--- src/rtl/pwm_fifo_pkg.sv ---
`timescale 1ns/1ps
package pwm_fifo_pkg;
  localparam int REG_AW = 5;
  localparam logic [REG_AW-1:0] OFF_CTRL = 5'h00;
  localparam logic [REG_AW-1:0] OFF_STAT = 5'h04;
  localparam logic [REG_AW-1:0] OFF_SAMP = 5'h0C;
  localparam logic [REG_AW-1:0] OFF_PER  = 5'h10;

  localparam int PRE_W    = 12;
  localparam int B_EN     = 0;
  localparam int B_SWR    = 3;
  localparam int B_PRE_LO = 4;
  localparam int B_SEL_LO = 16;
  localparam int B_DBG    = 22;
  localparam int B_WAIT   = 23;
  localparam int B_DOZE   = 24;
  localparam int B_OVF    = 4;

  typedef struct packed {
    logic             doze;
    logic             wait_en;
    logic             dbg;
    logic [1:0]       clk_sel;
    logic [PRE_W-1:0] prescale;
    logic             enable;
  } ctrl_t;

  function automatic ctrl_t ctrl_unpack(input logic [31:0] w);
    ctrl_t c;
    c.enable   = w[B_EN];
    c.prescale = w[B_PRE_LO +: PRE_W];
    c.clk_sel  = w[B_SEL_LO +: 2];
    c.dbg      = w[B_DBG];
    c.wait_en  = w[B_WAIT];
    c.doze     = w[B_DOZE];
    return c;
  endfunction
endpackage

--- src/rtl/pwm_ctrl_regs.sv ---
`timescale 1ns/1ps
module pwm_ctrl_regs
  import pwm_fifo_pkg::*;
#(
  parameter int CNT_W      = 16,
  parameter int SWR_CYCLES = 4
) (
  input  logic             clk,
  input  logic             rst_n,
  input  logic             wr_ctrl,
  input  logic             wr_per,
  input  logic [31:0]      wdata,
  output ctrl_t            ctrl,
  output logic [CNT_W-1:0] period,
  output logic             swr_busy
);
  localparam int SWR_W = (SWR_CYCLES > 1) ? $clog2(SWR_CYCLES) : 1;

  ctrl_t            ctrl_q, ctrl_d;
  logic [CNT_W-1:0] per_q, per_d;
  logic             busy_q, busy_d;
  logic [SWR_W-1:0] swr_q, swr_d;
  logic             upd;
  logic             unused_w;

  assign unused_w = ^wdata;

  always_comb begin
    ctrl_d = ctrl_q;
    per_d  = per_q;
    busy_d = busy_q;
    swr_d  = swr_q;
    if (busy_q) begin
      ctrl_d = '0;
      per_d  = '0;
      if (swr_q == '0) busy_d = 1'b0;
      else             swr_d  = swr_q - 1'b1;
    end else if (wr_ctrl && wdata[B_SWR]) begin
      ctrl_d = '0;
      per_d  = '0;
      busy_d = 1'b1;
      swr_d  = SWR_W'(SWR_CYCLES - 1);
    end else begin
      if (wr_ctrl) ctrl_d = ctrl_unpack(wdata);
      if (wr_per)  per_d  = wdata[CNT_W-1:0];
    end
  end

  assign upd = busy_q | wr_ctrl | wr_per;

  always_ff @(posedge clk or negedge rst_n) begin
    if (!rst_n) begin
      ctrl_q <= '0;
      per_q  <= '0;
      busy_q <= 1'b0;
      swr_q  <= '0;
    end else if (upd) begin
      ctrl_q <= ctrl_d;
      per_q  <= per_d;
      busy_q <= busy_d;
      swr_q  <= swr_d;
    end
  end

  assign ctrl     = ctrl_q;
  assign period   = per_q;
  assign swr_busy = busy_q;
endmodule

--- src/rtl/pwm_sample_fifo.sv ---
`timescale 1ns/1ps
module pwm_sample_fifo #(
  parameter int DEPTH = 4,
  parameter int W     = 16,
  parameter int CW    = $clog2(DEPTH + 1)
) (
  input  logic          clk,
  input  logic          rst_n,
  input  logic          flush,
  input  logic          push,
  input  logic [W-1:0]  push_data,
  input  logic          pop,
  input  logic          ovf_clr,
  output logic [W-1:0]  head,
  output logic [CW-1:0] count,
  output logic          empty,
  output logic          ovf
);
  localparam int PTR_W = (DEPTH > 1) ? $clog2(DEPTH) : 1;
  localparam logic [PTR_W-1:0] LAST = PTR_W'(DEPTH - 1);

  logic [W-1:0]     mem [DEPTH];
  logic [PTR_W-1:0] wp_q, wp_d, rp_q, rp_d;
  logic [CW-1:0]    cnt_q, cnt_d;
  logic             ovf_q, ovf_d;
  logic             full, push_ok, pop_ok, push_drop;

  assign full      = (cnt_q == CW'(DEPTH));
  assign push_ok   = push & ~flush & ~full;
  assign push_drop = push & ~flush & full;
  assign pop_ok    = pop & ~flush & (cnt_q != '0);

  always_comb begin
    wp_d  = wp_q;
    rp_d  = rp_q;
    cnt_d = cnt_q;
    ovf_d = ovf_q;
    if (flush) begin
      wp_d  = '0;
      rp_d  = '0;
      cnt_d = '0;
      ovf_d = 1'b0;
    end else begin
      if (push_ok) wp_d = (wp_q == LAST) ? '0 : wp_q + 1'b1;
      if (pop_ok)  rp_d = (rp_q == LAST) ? '0 : rp_q + 1'b1;
      if (push_ok && !pop_ok)      cnt_d = cnt_q + 1'b1;
      else if (pop_ok && !push_ok) cnt_d = cnt_q - 1'b1;
      if (push_drop)    ovf_d = 1'b1;
      else if (ovf_clr) ovf_d = 1'b0;
    end
  end

  always_ff @(posedge clk or negedge rst_n) begin
    if (!rst_n) begin
      wp_q  <= '0;
      rp_q  <= '0;
      cnt_q <= '0;
      ovf_q <= 1'b0;
    end else begin
      wp_q  <= wp_d;
      rp_q  <= rp_d;
      cnt_q <= cnt_d;
      ovf_q <= ovf_d;
    end
  end

  always_ff @(posedge clk) begin
    for (int i = 0; i < DEPTH; i++) begin
      if (push_ok && wp_q == PTR_W'(i)) mem[i] <= push_data;
    end
  end

  assign head  = mem[rp_q];
  assign count = cnt_q;
  assign empty = (cnt_q == '0);
  assign ovf   = ovf_q;
endmodule

--- src/rtl/pwm_core.sv ---
`timescale 1ns/1ps
module pwm_core #(
  parameter int CNT_W = 16,
  parameter int PRE_W = 12
) (
  input  logic             clk,
  input  logic             rst_n,
  input  logic             enable,
  input  logic [PRE_W-1:0] prescale,
  input  logic [CNT_W-1:0] period,
  input  logic             flush,
  input  logic             fifo_empty,
  input  logic [CNT_W-1:0] fifo_head,
  output logic             pop,
  output logic             run,
  output logic [CNT_W:0]   cyc_cnt,
  output logic [CNT_W-1:0] active,
  output logic             pwm_out
);
  logic             run_q, run_d;
  logic [PRE_W-1:0] pre_q, pre_d;
  logic [CNT_W:0]   cyc_q, cyc_d;
  logic [CNT_W-1:0] act_q, act_d;
  logic [CNT_W:0]   last_val;
  logic             tick, wrap, start;

  assign last_val = {1'b0, period} + 1'b1;
  assign tick     = run_q & (pre_q == prescale);
  assign wrap     = tick & (cyc_q >= last_val);
  assign start    = enable & ~flush & (~run_q | wrap);
  assign pop      = start & ~fifo_empty;

  always_comb begin
    run_d = run_q;
    pre_d = pre_q;
    cyc_d = cyc_q;
    act_d = act_q;
    if (!enable || flush) begin
      run_d = 1'b0;
      pre_d = '0;
      cyc_d = '0;
      if (flush) act_d = '0;
    end else begin
      run_d = 1'b1;
      if (start) begin
        pre_d = '0;
        cyc_d = '0;
        if (pop) act_d = fifo_head;
      end else if (tick) begin
        pre_d = '0;
        cyc_d = cyc_q + 1'b1;
      end else begin
        pre_d = pre_q + 1'b1;
      end
    end
  end

  always_ff @(posedge clk or negedge rst_n) begin
    if (!rst_n) begin
      run_q <= 1'b0;
      pre_q <= '0;
      cyc_q <= '0;
      act_q <= '0;
    end else begin
      run_q <= run_d;
      pre_q <= pre_d;
      cyc_q <= cyc_d;
      act_q <= act_d;
    end
  end

  assign run     = run_q;
  assign cyc_cnt = cyc_q;
  assign active  = act_q;
  assign pwm_out = enable & run_q & (cyc_q < {1'b0, act_q});
endmodule

--- src/rtl/pwm_fifo_gen.sv ---
`timescale 1ns/1ps
module pwm_fifo_gen
  import pwm_fifo_pkg::*;
#(
  parameter int CNT_W      = 16,
  parameter int FIFO_DEPTH = 4,
  parameter int SWR_CYCLES = 4
) (
  input  logic              clk,
  input  logic              rst_n,
  input  logic              bus_wr,
  input  logic [REG_AW-1:0] bus_addr,
  input  logic [31:0]       bus_wdata,
  output logic [31:0]       bus_rdata,
  output logic              pwm_out
);
  localparam int FIFO_CW = $clog2(FIFO_DEPTH + 1);

  ctrl_t              ctrl;
  logic [CNT_W-1:0]   period_q;
  logic               swr_busy;
  logic               wr_ctrl, wr_per, wr_samp, wr_stat;
  logic [CNT_W-1:0]   fifo_head;
  logic [FIFO_CW-1:0] fifo_cnt;
  logic               fifo_empty, fifo_ovf, fifo_pop;
  logic               core_run;
  logic [CNT_W:0]     core_cyc;
  logic [CNT_W-1:0]   core_active;
  logic               ctrl_en;
  logic               unused_wdata;

  assign unused_wdata = ^bus_wdata;
  assign wr_ctrl = bus_wr & (bus_addr == OFF_CTRL);
  assign wr_per  = bus_wr & (bus_addr == OFF_PER);
  assign wr_samp = bus_wr & (bus_addr == OFF_SAMP) & ~swr_busy;
  assign wr_stat = bus_wr & (bus_addr == OFF_STAT) & ~swr_busy;
  assign ctrl_en = ctrl.enable;

  pwm_ctrl_regs #(.CNT_W(CNT_W), .SWR_CYCLES(SWR_CYCLES)) u_regs (
    .clk(clk), .rst_n(rst_n), .wr_ctrl(wr_ctrl), .wr_per(wr_per),
    .wdata(bus_wdata), .ctrl(ctrl), .period(period_q), .swr_busy(swr_busy)
  );

  pwm_sample_fifo #(.DEPTH(FIFO_DEPTH), .W(CNT_W), .CW(FIFO_CW)) u_fifo (
    .clk(clk), .rst_n(rst_n), .flush(swr_busy), .push(wr_samp),
    .push_data(bus_wdata[CNT_W-1:0]), .pop(fifo_pop),
    .ovf_clr(wr_stat & bus_wdata[B_OVF]), .head(fifo_head),
    .count(fifo_cnt), .empty(fifo_empty), .ovf(fifo_ovf)
  );

  pwm_core #(.CNT_W(CNT_W), .PRE_W(PRE_W)) u_core (
    .clk(clk), .rst_n(rst_n), .enable(ctrl_en), .prescale(ctrl.prescale),
    .period(period_q), .flush(swr_busy), .fifo_empty(fifo_empty),
    .fifo_head(fifo_head), .pop(fifo_pop), .run(core_run),
    .cyc_cnt(core_cyc), .active(core_active), .pwm_out(pwm_out)
  );

  always_comb begin
    bus_rdata = '0;
    case (bus_addr)
      OFF_CTRL: begin
        bus_rdata[B_EN]              = ctrl.enable;
        bus_rdata[B_SWR]             = swr_busy;
        bus_rdata[B_PRE_LO +: PRE_W] = ctrl.prescale;
        bus_rdata[B_SEL_LO +: 2]     = ctrl.clk_sel;
        bus_rdata[B_DBG]             = ctrl.dbg;
        bus_rdata[B_WAIT]            = ctrl.wait_en;
        bus_rdata[B_DOZE]            = ctrl.doze;
      end
      OFF_STAT: begin
        bus_rdata[FIFO_CW-1:0] = fifo_cnt;
        bus_rdata[B_OVF]       = fifo_ovf;
      end
      OFF_PER:  bus_rdata[CNT_W-1:0] = period_q;
      default:  bus_rdata = '0;
    endcase
  end
endmodule

--- config.mk ---
export PLATFORM = sky130hd
export DESIGN_NAME = pwm_fifo_gen
export DESIGN_NICKNAME = d
export VERILOG_FILES = /design/src/rtl/pwm_fifo_pkg.sv /design/src/rtl/pwm_ctrl_regs.sv /design/src/rtl/pwm_sample_fifo.sv /design/src/rtl/pwm_core.sv /design/src/rtl/pwm_fifo_gen.sv
export SDC_FILE = /design/constraint.sdc
export NUM_CORES = 1
export LEC_CHECK = 0
export BUFFER_PORTS_ARGS = -buffer_cell sky130_fd_sc_hd__buf_4
export CORE_MARGIN = 5
export CORE_UTILIZATION = 50
export CTS_CLUSTER_SIZE = 24
export DETAILED_ROUTE_END_ITERATION = 7
export PLACE_DENSITY = 0.71
export SLEW_MARGIN = 20
export SYNTH_ARGS = -nofsm -noshare
export SYNTH_HDL_FRONTEND = slang
export SYNTH_HIERARCHICAL = 1
export SYNTH_SLANG_ARGS = --single-unit
--- constraint.sdc ---
create_clock -name clk -period 4.8 [get_ports clk]
set_input_delay 0.96 -clock clk [delete_from_list [all_inputs] [get_ports clk]]
set_output_delay 0.96 -clock clk [all_outputs]
set_load 0.03 [all_outputs]
Word-level counts from Yosys, hierarchy flattened. Memories as Yosys holds them, arrays and structs flattened. Cells that the tools add are included.

Flip-flop bits (word level): 91. Bits in latches: 0. Bits in writable memories: 64. ROM bits: 0. Bits of input ports: 40. Word-level logic and storage cells: 157. Memories: 1.

Memories: u_fifo.mem (words 4, bits a word 16, read ports 1, clocked after memory_dff 0, wr ports 1, line pwm_sample_fifo.sv:22) `logic [W-1:0] mem [DEPTH];`.

Add/sub/neg operators: 8. Multiply operators: 0. Div/mod/pow operators: 0. $lt $le $gt $ge: 2. Equality and inequality tests: 11. Shift operators: 0. Muxes and demuxes: 59. Bitwise operators: 26. Reductions and logical operators: 33.

Operators by type and width (count): $mux W16 (10); $mux W18 (3); $mux W17 (3); $reduce_or A16 Y1 (3); $mux W12 (3); $mux W2 (13); $pmux W11 S2 (1); $and A1 B1 Y1 (19); $mux W1 (18); $reduce_bool A3 Y1 (6); $add A16 B1 Y17 const B (1); $add A17 B1 Y17 const B (1); $ge A17 B17 Y1 (1); $lt A17 B16 Y1 (1); $add A12 B1 Y12 const B (1); $eq A12 B12 Y1 (1); $mux W3 (4); $reduce_bool A2 Y1 (5); $logic_and A1 B1 Y1 (7); $eq A2 B2 Y1 const B (3); $pmux W1 S3 (2); $reduce_and A3 Y1 (2); $eq A5 B3 Y1 const B (1); $eq A5 B4 Y1 const B (1); other kinds (18) (29).

Logic depth before layout (Yosys ltp). Gate-level depths: netlist of run 1.

Depth after elaboration: 12. Depth in mapped cells: 21. Depth with buffers taken out: 19.

Modules after synthesis. Netlist of run 1, hierarchy kept.

Modules (own cells, without submodules): pwm_core (instances 1, cells an instance 380, area each 3553.4 um2); pwm_sample_fifo (instances 1, cells an instance 151, area each 3006.6 um2); pwm_ctrl_regs (instances 1, cells an instance 146, area each 1669.1 um2); pwm_fifo_gen (instances 1, cells an instance 63, area each 506.7 um2).

Worst setup path before layout of run 1. OpenSTA, ideal clock, no wires.

Path kind: register to register. Start: register u_regs.per_q[0], in the netlist u_regs/period[0]. End: register u_fifo.cnt_q[2], in the netlist u_fifo/count[2]. Library setup time: 0.066 ns. Arrival: 4.548 ns. Setup slack: 0.186 ns. Cell stages (with the launch flop): 22. Path buffers: 2. Path through: dfrtp_1 -> ha_1 -> nand3_1 -> nor2_1 -> nand2_1 -> nor2_1 -> nand3_1 -> xor2_1 -> ha_1 -> nand4_1 -> or4_4 -> a21oi_4 -> o2111ai_4 -> clkbuf_8 -> a21oi_1 -> buf_2 -> nand3b_4 -> and2_1 -> fa_1 -> a21bo_2 -> a311oi_1 -> o311a_1.

Longest elaborated chain between the ends: 12.

RTL lines: from (decl) (line pwm_ctrl_regs.sv:20) `logic [CNT_W-1:0] per_q, per_d;`; from (signal assigned) (line pwm_ctrl_regs.sv:59) `per_q <= per_d;`; $add A16 B1 Y17 (*) (line pwm_core.sv:27) `assign last_val = {1'b0, period} + 1'b1;`; $ge A17 B17 Y1 (*) (line pwm_core.sv:29) `assign wrap = tick & (cyc_q >= last_val);`; $and A1 B1 Y1 (*) (line pwm_core.sv:29); $or A1 B1 Y1 (*) (line pwm_core.sv:30) `assign start = enable & ~flush & (~run_q | wrap);`; $and A1 B1 Y1 (*) (line pwm_core.sv:30); $and A1 B1 Y1 (*) (line pwm_core.sv:31) `assign pop = start & ~fifo_empty;`; net fifo_pop (line pwm_fifo_gen.sv:25) `logic fifo_empty, fifo_ovf, fifo_pop;`; $and A1 B1 Y1 (*) (2 in series) (line pwm_sample_fifo.sv:31) `assign pop_ok = pop & ~flush & (cnt_q != '0);`; $logic_not A1 Y1 (line pwm_sample_fifo.sv:46) `if (push_ok && !pop_ok) cnt_d = cnt_q + 1'b1;`; $logic_and A1 B1 Y1 (line pwm_sample_fifo.sv:46); $mux W3 (line pwm_sample_fifo.sv:46); $mux W3 (line pwm_sample_fifo.sv:38) `if (flush) begin`; to (signal assigned) (line pwm_sample_fifo.sv:62) `cnt_q <= cnt_d;`; to (decl) (line pwm_sample_fifo.sv:24) `logic [CW-1:0] cnt_q, cnt_d;`.

The timed path passes the listed nets; every way through them passes the cells marked *. A chain may end at the register's enable or synchronous reset.

Final worst setup path of run 1. Same ends and word-level chain as after synthesis.

==> metrics.yaml, run 1 <==
reg2reg_setup_slack_ns: 0.32
area_delta_synth_final_pct: 11.74
syn_inst: 740
grt_pass1_wl_um: 30950
post-route-period-util_pct: 93.43
clock.fmax_mhz: 223.0
ant_nets: 0
globalRoute.busiestLayer: "met2"
slowest_delay_ns: 0.57
vias: 5869
use_met3_pct: 3.898
dpl.hpwl_um: 13320
r2r_start: "u_regs/period[0]"
path_class: "register to register"
min_to: "u_regs/ctrl[13]"
clock-sinks: 155
io_buffer_count: 50
die_area_mm2: 0.02022
cp_data_required_time_ns: 5.16
drive_gt1_share_pct: 21.06
reg2regPathDepth: 19
fin_nets: 862
post-route-drc-count: 0
fin_setup_tns_ns: 0
relSlewSlack_pct: 35.01
grt_pass1_vias: 5878
worstMarginPinSlew_ns: 0.9748
drv_slew: 0
cts_made_buffers: 17
rsz0062_at_grt: "false"
period_needed_ns: 4.485
ctsHoldBuffers: 0
r2r_end: "u_fifo/count[2]"
hold_violations: 0
wl_per_cell_um: 18.95
place.gp.congestion: 0.9257
finalSetupViolCount: 0
leakage_nw: 3.882
cp_data_arrival_time_ns: 4.85
fillCellCount: 1396
ys_async_sr_fraction_pct: 58.71
postSynthAreaPerCell_um2: 11.81
h-tree-depth: 4
max-clock-path-buffers: 2
status: "finished clean"
use_met1_pct: 26.08
start_util_pct: 50.68
tritoncts: "done"
gr-total-overflow: 0
ys_seq_elements: 155
vdd_drop_max_mv: 0.2675
design.core.area_mm2: 0.01724
pin_count: 73
fp.dieW_um: 142.2
min_from: "u_regs/ctrl[13]"
clk_pin_slew_ns: 0.07
grt_max_degree: 64
endpoint_kind: "register"
cts_root_buf: "clkbuf_16"
clock-skew-final_ns: 0.01124
maxCapViolations: 0
design_power_total_w: 0.003981
rows: 48
use_met2_pct: 31.63
worstHoldPathCells: 2
clock_latency_ns: 0.42
ys_warn_count: 6
die_y_um: 142.2
syn_area_mm2: 0.008736
hold_class: "register to register"
seq_area_frac_synth_pct: 48.07
power_density_mw_per_mm2: 407.8
synth_ff_type: "dfrtp_1"
drt_iter0_drc: 416
antennaDiodeCount: 0
totalWireLength_um: 19300
grt.total_usage_pct: 19.53
crit_fanout: 6
antenna_found_initial: 0
vias_per_cell: 5.765
cp_cell_sequence: "ha_1 -> nand3_1 -> nor2_4 -> nand2_1 -> nor2_2 -> nand3_1 -> xor2_1 -> ha_1 -> nand4_1 -> or4_4 -> a21oi_4 -> o2111ai_4 -> a21oi_4 -> nand3b_4 -> and2_1 -> fa_2 -> a21bo_2 -> a311oi_2 -> o311a_1"
synth-edff-count: 64
first_pass_iters: 5
synth_cell_types: 76
worstSetupStartpointType: "register"
slowest_stage: "or4_4"
==> cell type report <==
type | count | area (µm²) | share of cell area (%)
Sequential cell | 155 | 4204 | 43.07
Multi-Input combinational cell | 511 | 4056 | 41.55
Timing Repair Buffer | 59 | 442.9 | 4.537
Clock buffer | 18 | 429.2 | 4.396
Tap cell | 225 | 281.5 | 2.884
Clock inverter | 14 | 210.2 | 2.153
Inverter | 36 | 137.6 | 1.410
==> where the power goes <==
part	total, W	switching, W	leakage, nW	internal, W
clock network	0.00144	0.000558	0.311	0.000886
registers	0.00172	0.000198	1.80	0.00152
logic	0.000820	0.000400	1.77	0.000420
==> worst max-delay path, delay by kind of cell, from the launching register on <==
kind,cells,cell delay (ns)
XOR/XNOR,1,0.16
adder cells (fa/ha/maj),3,0.87
AND/OR/NAND/NOR,9,1.73
AO/OA/AOI/OAI,6,1.25
flip-flops,1,0.41
==> state kept, by name, indices dropped and copies added (netlist names) <==
register	flops
u_fifo/rp_q	2
u_regs/swr_busy	1
u_fifo/mem	64
u_core/pre_q	12
u_core/cyc_cnt	17
u_fifo/count	3
u_fifo/ovf	1
u_fifo/wp_q	2
u_regs/ctrl	18
u_core/run	1
u_regs/swr_q	2
u_regs/period	16
u_core/active	16
==> cell usage after synthesis, drive strengths merged (2+ instances only) <==
cell type  number  area [µm²]
edfxtp         64        1922
nand4          11       68.82
dfrtp          91        2277
nor2b           7       43.79
inv            36       137.6
o22ai           5       31.28
o41ai           3       26.28
xor2           22       192.7
nor3            3       20.02
buf            39       331.6
a21oi          51       322.8
nand3b         23       188.9
nor2           68       302.8
a21bo          18       180.2
nand2b         26       162.7
and2           12       75.07
or3             2       17.52
clkbuf          8       70.06
o2bb2ai         4       35.03
a211oi          2       15.01
o211ai          3       22.52
or2             2       12.51
nand3          39       195.2
and3            9       56.30
mux2i          32       320.3
mux2            2       26.27
a31oi           6       37.54
or4             4       37.53
nand2          15       56.30
xnor2          25       219.0
and4            5       45.04
nor4            4       37.53
ha             41       513.0
o21ai          10       53.80
a21o            8       60.06
mux4           16       360.4
o2111ai         6       70.07
==> cell usage in the layout (no fill, tap or decap), drive strengths merged, types with 22 or more instances in the layout <==
cell	instances
nor2	68
dfrtp	91
nand3b	23
mux2i	32
ha	41
xor2	22
buf	59
inv	42
nand3	39
a21oi	51
xnor2	25
nand2b	26
edfxtp	64
==> metal layers <==
metal  part of all wire (%)  wire [µm]
met4                    3.0        570
met1                     44       8534
met5                      0          0
met2                     48       9206
met3                    5.1        984
==> timing repair <==
action / 4_1_cts / 5_1_grt
setup buffers: 0 / 1
setup endpoints to repair: 1 / 2
gates resized for setup: 1 / 8
cloned: 0 / 0
pin swaps: 0 / 1
==> cells by family (layout without fill, tap and decap cells) <==
family,Yosys count,after routing,synth area share [%]
AND/OR/NAND/NOR,235,235,15.74
flip-flops,155,155,48.07
AO/OA/AOI/OAI,126,126,10.93
XOR/XNOR,47,47,4.712
other,1,11,0.04293
buffers and inverters,84,127,6.316
adder cells (fa/ha/maj),42,42,6.101
multiplexers,50,50,8.092
==> per-stage QoR <==
stage	std cells	instance area [µm²]	setup WS, ns	util (%)	hold slack, ns
after floorplan	750	8773	0.1860	-	0.4858
after global placement	985	9081	0.1667	52.69	0.5037
after detailed placement	985	9082	0.008754	52.69	0.5158
after CTS	1017	9726	0.08358	56.42	0.5314
after global routing	1018	9762	0.007473	56.63	0.5522
final	1018	9762	0.3153	56.63	0.5309
==> worst max path at each step <==
stage          slack (ns)         endpoint  depth (start not counted)              from
5_1_grt             0.007  u_fifo/count[2]                         19  u_regs/period[0]
3_3_place_gp         0.17  u_fifo/count[2]                         19  u_regs/period[1]
4_1_cts              0.08  u_fifo/count[2]                         19  u_regs/period[1]
6_report             0.32  u_fifo/count[2]                         19  u_regs/period[0]
2_1_floorplan        0.19  u_fifo/count[2]                         21  u_regs/period[0]
3_5_place_dp        0.009  u_fifo/count[2]                         19  u_regs/period[1]
No activity file was read; power rests on OpenSTA's default activity.
==> run 2: changes to the inputs <==
--- a/config.mk
+++ b/config.mk
@@ -6,6 +6,7 @@
 export NUM_CORES = 1
 export LEC_CHECK = 0
 export BUFFER_PORTS_ARGS = -buffer_cell sky130_fd_sc_hd__buf_4
+export CORE_ASPECT_RATIO = 0.8
 export CORE_MARGIN = 5
 export CORE_UTILIZATION = 50
 export CTS_CLUSTER_SIZE = 24
==> metrics.yaml, run 2 (synthesis results as in run 1) <==
clock-sinks: 155  # unchanged
grt_pass1_vias: 5919  # +0.70%
clock.fmax_mhz: 221.8  # -0.54%
post-route-period-util_pct: 93.94  # +0.51 points
cts_root_buf: "clkbuf_16"
cp_data_arrival_time_ns: 4.88  # +0.03 ns
gr-total-overflow: 0  # unchanged
wl_per_cell_um: 18.77  # -1.0%
antennaDiodeCount: 0  # unchanged
post-route-drc-count: 0  # unchanged
clk_pin_slew_ns: 0.07  # about the same
cts_made_buffers: 17  # unchanged
final_cell_mix: "dfrtp_1 (87), edfxtp_1 (64), buf_4 (61)"
fin_setup_tns_ns: 0  # unchanged
largest_register_ffs: 64  # unchanged
vias: 5876  # +0.12%
final_common_cell: "dfrtp_1"
hold_violations: 0  # unchanged
grt_max_degree: 57  # -11%
drt_iter0_drc: 443  # +6.5%
grt_pass1_wl_um: 31150  # +0.67%
fillCellCount: 1386  # -0.72%
rsz0062_at_grt: "false"
slowest_stage: "or4_4"
slowest_delay_ns: 0.59  # +0.02 ns
die_y_um: 128.2  # -9.8%
first_pass_iters: 5  # unchanged
start_util_pct: 50.58  # -0.099 points
rows: 43  # -10%
pin_count: 73  # unchanged
crit_fanout: 6  # unchanged
relSlewSlack_pct: 31.05  # -4.0 points
period_needed_ns: 4.509  # +0.02449 ns
io_buffer_count: 50  # unchanged
top_register: "u_fifo/mem"
vdd_drop_max_mv: 0.2404  # -10%
worstMarginPinSlew_ns: 1.034  # +0.05943 ns
status: "finished clean"
clock-skew-final_ns: 0.01738  # +0.006142 ns
hold-worst-slack_ns: 0.5270  # -0.003900 ns
fin_nets: 864  # +0.23%
area_delta_synth_final_pct: 11.56
design.core.area_mm2: 0.01727  # +0.20%
vias_per_cell: 5.761  # about the same
die_area_mm2: 0.02023  # about the same
clock_latency_ns: 0.43  # about the same
place.gp.congestion: 0.8526  # -7.9%
drv_slew: 0  # unchanged
finalSetupViolCount: 0  # unchanged
grt.total_usage_pct: 19.92  # +0.39 points
leakage_nw: 3.876  # -0.15%
ctsHoldBuffers: 0  # unchanged
ant_nets: 0  # unchanged
hold_class: "register to register"
dpl.hpwl_um: 13540  # +1.6%
totalWireLength_um: 19140  # -0.80%
worstSetupStartpointType: "register"
fp.dieW_um: 157.8  # +11%
maxCapViolations: 0  # unchanged
max-clock-path-buffers: 2  # unchanged
power_density_mw_per_mm2: 402.2  # -1.4%
h-tree-depth: 4  # unchanged
path_class: "register to register"
drive_gt1_share_pct: 21.13  # +0.073 points
cp_cell_sequence: "ha_1 -> nand3_1 -> nor2_4 -> nand2_1 -> nor2_1 -> nand3_1 -> xor2_1 -> ha_1 -> nand4_1 -> or4_4 -> a21oi_4 -> o2111ai_4 -> a21oi_4 -> nand3b_4 -> and2_1 -> fa_2 -> a21bo_2 -> a311oi_1 -> o311a_1"
antenna_found_initial: 0  # unchanged
endpoint_kind: "register"
cp_data_required_time_ns: 5.17  # about the same
tritoncts: "done"
[run 2: changes by cell type in the layout (fill, tap and decap cells not counted)]
cell,change
a311oi_1,+1
a311oi_2,-1
buf_4,+2
bufinv_16,-3
clkbuf_16,+2
clkbuf_8,+3
clkinv_4,-2
clkinvlp_4,+1
inv_6,+2
inv_8,-3
[run 2: layer usage]
layer  vias up  global-route usage, %  share of wire [%]
met1      2957                  27.68                 47
met2       150                  30.84                 46
met5         -                      0                  0
met4         0                  6.727                2.4
met3        23                  4.826                4.7
li1       2746                      -                  -
[run 2: final cells by class]
cell class | instances | area, µm² | area share [%]
sequential | 155 | 4204 | 43.14
clock inverter | 9 | 93.84 | 0.9629
inverter | 36 | 137.6 | 1.412
multi-input combinational | 511 | 4050 | 41.56
tap | 225 | 281.5 | 2.889
clock buffer | 23 | 520.5 | 5.341
timing repair buffer | 61 | 457.9 | 4.699
[run 2: path summary, 6_finish.rpt]
kind | startpoint | to | slack [ns] | cells after the start
max in group asynchronous | rst_n | u_fifo/rp_q[0] | 3.24 | 2
min | u_regs/swr_q[1] | u_regs/swr_q[1] | 0.53 | 2
max | u_regs/period[0] | u_fifo/count[2] | 0.29 | 19
min in group asynchronous | rst_n | u_regs/ctrl[9] | 0.60 | 1
max reg2reg | u_regs/period[0] | u_fifo/count[2] | 0.29 | 19
min reg2reg | u_regs/swr_q[1] | u_regs/swr_q[1] | 0.53 | 2
[run 2: per-stage QoR]
| stage | std cells | cell area, µm² | total power (W) | setup WS (ns) | utilization [%] |
|---|---|---|---|---|---|
| CTS | 1019 | 9714 | 0.003940 | 0.09487 | 56.25 |
| detailed placement | 987 | 9096 | 0.002558 | 0.01670 | 52.67 |
| global route | 1020 | 9746 | 0.004112 | 0.04748 | 56.43 |
| finish | 1020 | 9746 | 0.003919 | 0.2908 | 56.43 |
| global placement | 987 | 9096 | 0.002502 | 0.1618 | 52.67 |
| floorplan | 750 | 8773 | 0.002350 | 0.1860 | - |
[run 2: critical path: cells and delay by family, from the launching register on]
kind	cells	cell delay [ns]
flip-flops	1	0.41
AND/OR/NAND/NOR	9	1.74
XOR/XNOR	1	0.16
adder cells (fa/ha/maj)	3	0.87
AO/OA/AOI/OAI	6	1.25
[run 2: power by group]
group	leakage (nW)	total (W)	internal (W)	switching [W]
clock network	0.298	0.00138	0.000826	0.000554
logic	1.78	0.000826	0.000421	0.000405
registers	1.80	0.00171	0.00152	0.000195
total	3.88	0.00392	0.00277	0.00115
[run 2: timing repair]
action                     CTS  global route
setup endpoints to repair    1             2
hold endpoints to repair     0             0
buffers inserted             0             1
gates cloned                 0             0
resized for setup            1             7
==> run 3: changes to the inputs <==
--- a/config.mk
+++ b/config.mk
@@ -11,6 +11,7 @@
 export CORE_UTILIZATION = 50
 export CTS_CLUSTER_SIZE = 24
 export DETAILED_ROUTE_END_ITERATION = 7
+export MAX_ROUTING_LAYER = met4
 export PLACE_DENSITY = 0.71
 export SLEW_MARGIN = 20
 export SYNTH_ARGS = -nofsm -noshare
==> metrics.yaml, run 3 (synthesis results as in run 1) <==
status: "finished clean"
grt.total_usage_pct: 20.95  # +1.0 points
top_register: "u_fifo/mem"
design_power_total_w: 0.003890  # -0.75%
clock-skew-final_ns: 0.01066  # -0.006724 ns
grt_pass1_wl_um: 32020  # +2.8%
cts_setup_buffers: 0  # unchanged
grt_max_degree: 58  # +1.8%
totalWireLength_um: 19340  # +1.0%
pwr-share-comb_pct: 21.1  # about the same
clock-sinks: 155  # unchanged
fin_nets: 863  # -0.12%
grt_pass1_vias: 6043  # +2.1%
antennaDiodeCount: 0  # unchanged
maxCapViolations: 0  # unchanged
io_buffer_count: 50  # unchanged
drive_gt1_share_pct: 21.03  # -0.099 points
vias: 5854  # -0.37%
period_needed_ns: 4.583  # +0.07422 ns
first_pass_iters: 5  # unchanged
drv_slew: 0  # unchanged
cts_made_buffers: 17  # unchanged
antenna_found_initial: 0  # unchanged
vdd_drop_max_mv: 0.2659  # +11%
leakage_nw: 3.874  # about the same
max-clock-path-buffers: 2  # unchanged
post-route-drc-count: 0  # unchanged
pwr-share-clk_pct: 34.7  # -0.5 points
rows: 43  # unchanged
post-place-ws_ns: -0.06103  # -0.07774 ns
clock.fmax_mhz: 218.2  # -1.6%
cp_data_required_time_ns: 5.16  # about the same
ant_nets: 0  # unchanged
dpl.hpwl_um: 13790  # +1.9%
drt_iter0_drc: 363  # -18%
vias_per_cell: 5.745  # -0.28%
design.core.area_mm2: 0.01727  # unchanged
clock_latency_ns: 0.43  # about the same
p_switching_w: 0.001150  # -0.34%
gr-total-overflow: 0  # unchanged
fp.dieW_um: 157.8  # unchanged
final_cell_mix: "dfrtp_1 (88), edfxtp_1 (64), buf_4 (60)"
path_class: "register to register"
p_int_w: 0.002740  # -0.92%
hold_violations: 0  # unchanged
worstMarginPinSlew_ns: 1.042  # +0.007364 ns
wl_per_cell_um: 18.98  # +1.1%
pin_count: 73  # unchanged
crit_fanout: 6  # unchanged
worst_slack_ns: 0.2166  # -0.07422 ns
endpoint_kind: "register"
post-route-period-util_pct: 95.49  # +1.5 points
largest_register_ffs: 64  # unchanged
rsz0062_at_grt: "false"
top_layer: "met4"
finalSetupViolCount: 0  # unchanged
hold_class: "register to register"
area_delta_synth_final_pct: 11.33
met2_length_um: 8896  # +0.19%
power_frac_seq_pct: 44.2  # +0.5 points
final_util_pct: 56.31  # -0.12 points
cts_root_buf: "clkbuf_16"
die_area_mm2: 0.02023  # unchanged
cp_data_arrival_time_ns: 4.95  # +0.07 ns
start_util_pct: 50.58  # unchanged
power_density_mw_per_mm2: 400.0  # -0.55%
wl_met1_um: 8832  # -0.94%
relSlewSlack_pct: 30.56  # -0.49 points
reg2reg_setup_slack_ns: 0.22  # -0.07 ns
die_y_um: 128.2  # unchanged
tritoncts: "done"
swShare_pct: 29.56  # +0.12 points
clk_pin_slew_ns: 0.07  # about the same
final_common_cell: "dfrtp_1"
place.gp.congestion: 0.8580  # +0.63%
hold-worst-slack_ns: 0.5323  # +0.005234 ns
wl_met3_um: 1012  # +13%
h-tree-depth: 4  # unchanged
fin_setup_tns_ns: 0  # unchanged
worstSetupStartpointType: "register"
[run 3: power by group through the flow]
stage	Sequential, W	Combinational [W]	Clock [W]
floorplan	0.00164	0.000713	0
global placement	0.00173	0.000772	0
detailed placement	0.00174	0.000815	0
CTS	0.00172	0.000823	0.00137
global route	0.00175	0.000913	0.00143
finish	0.00172	0.000821	0.00135
[run 3: final timing paths]
kind	startpoint	to	cells after the start
setup / recovery	u_regs/period[0]	u_fifo/count[2]	19
hold / removal	u_regs/ctrl[13]	u_regs/ctrl[13]	2
setup reg to reg	u_regs/period[0]	u_fifo/count[2]	19
hold reg to reg	u_regs/ctrl[13]	u_regs/ctrl[13]	2
max in group asynchronous	rst_n	u_fifo/rp_q[0]	2
min in group asynchronous	rst_n	u_regs/period[10]	1
[run 3: area by class of cell]
type | instances | area (µm²)
Fill cell | 1423 | 7545
Sequential cell | 155 | 4203
Multi-Input combinational cell | 511 | 4053
Clock buffer | 21 | 496.7
Timing Repair Buffer | 60 | 450.4
Tap cell | 225 | 281.5
Inverter | 36 | 137.6
Clock inverter | 11 | 103.9
[run 3: critical path, cell delays in order (launching register included)]
cell and delay (ns):
dfrtp_2 0.41, ha_2 0.22, nand3_2 0.12, nor2_4 0.17, nand2_1 0.09, nor2_1 0.15, nand3_1 0.12, xor2_1 0.17
ha_1 0.31, nand4_1 0.14, or4_4 0.58, a21oi_4 0.19, o2111ai_4 0.17, a21oi_4 0.22, nand3b_4 0.13, and2_1 0.20
fa_1 0.44, a21bo_2 0.24, a311oi_1 0.27, o311a_1 0.20
[run 3: metrics by stage]
stage	area (µm²)	std cells
5_1_grt	9726	1019
3_3_place_gp	9096	987
3_5_place_dp	9096	987
2_1_floorplan	8773	750
4_1_cts	9701	1019
6_report	9726	1019
[run 3: metal layers]
layer	up-vias	track usage, %
li1	2731	-
met1	2913	29.05
met2	179	30.27
met3	31	4.320
met4	0	8.447
met5	-	-
[run 3: timing repair]
item / in CTS / in global routing
pin swaps: 0 / 1
hold endpoints to repair: 0 / 0
setup endpoints to repair: 2 / 2
resized for setup: 1 / 6
hold buffers: 0 / 0
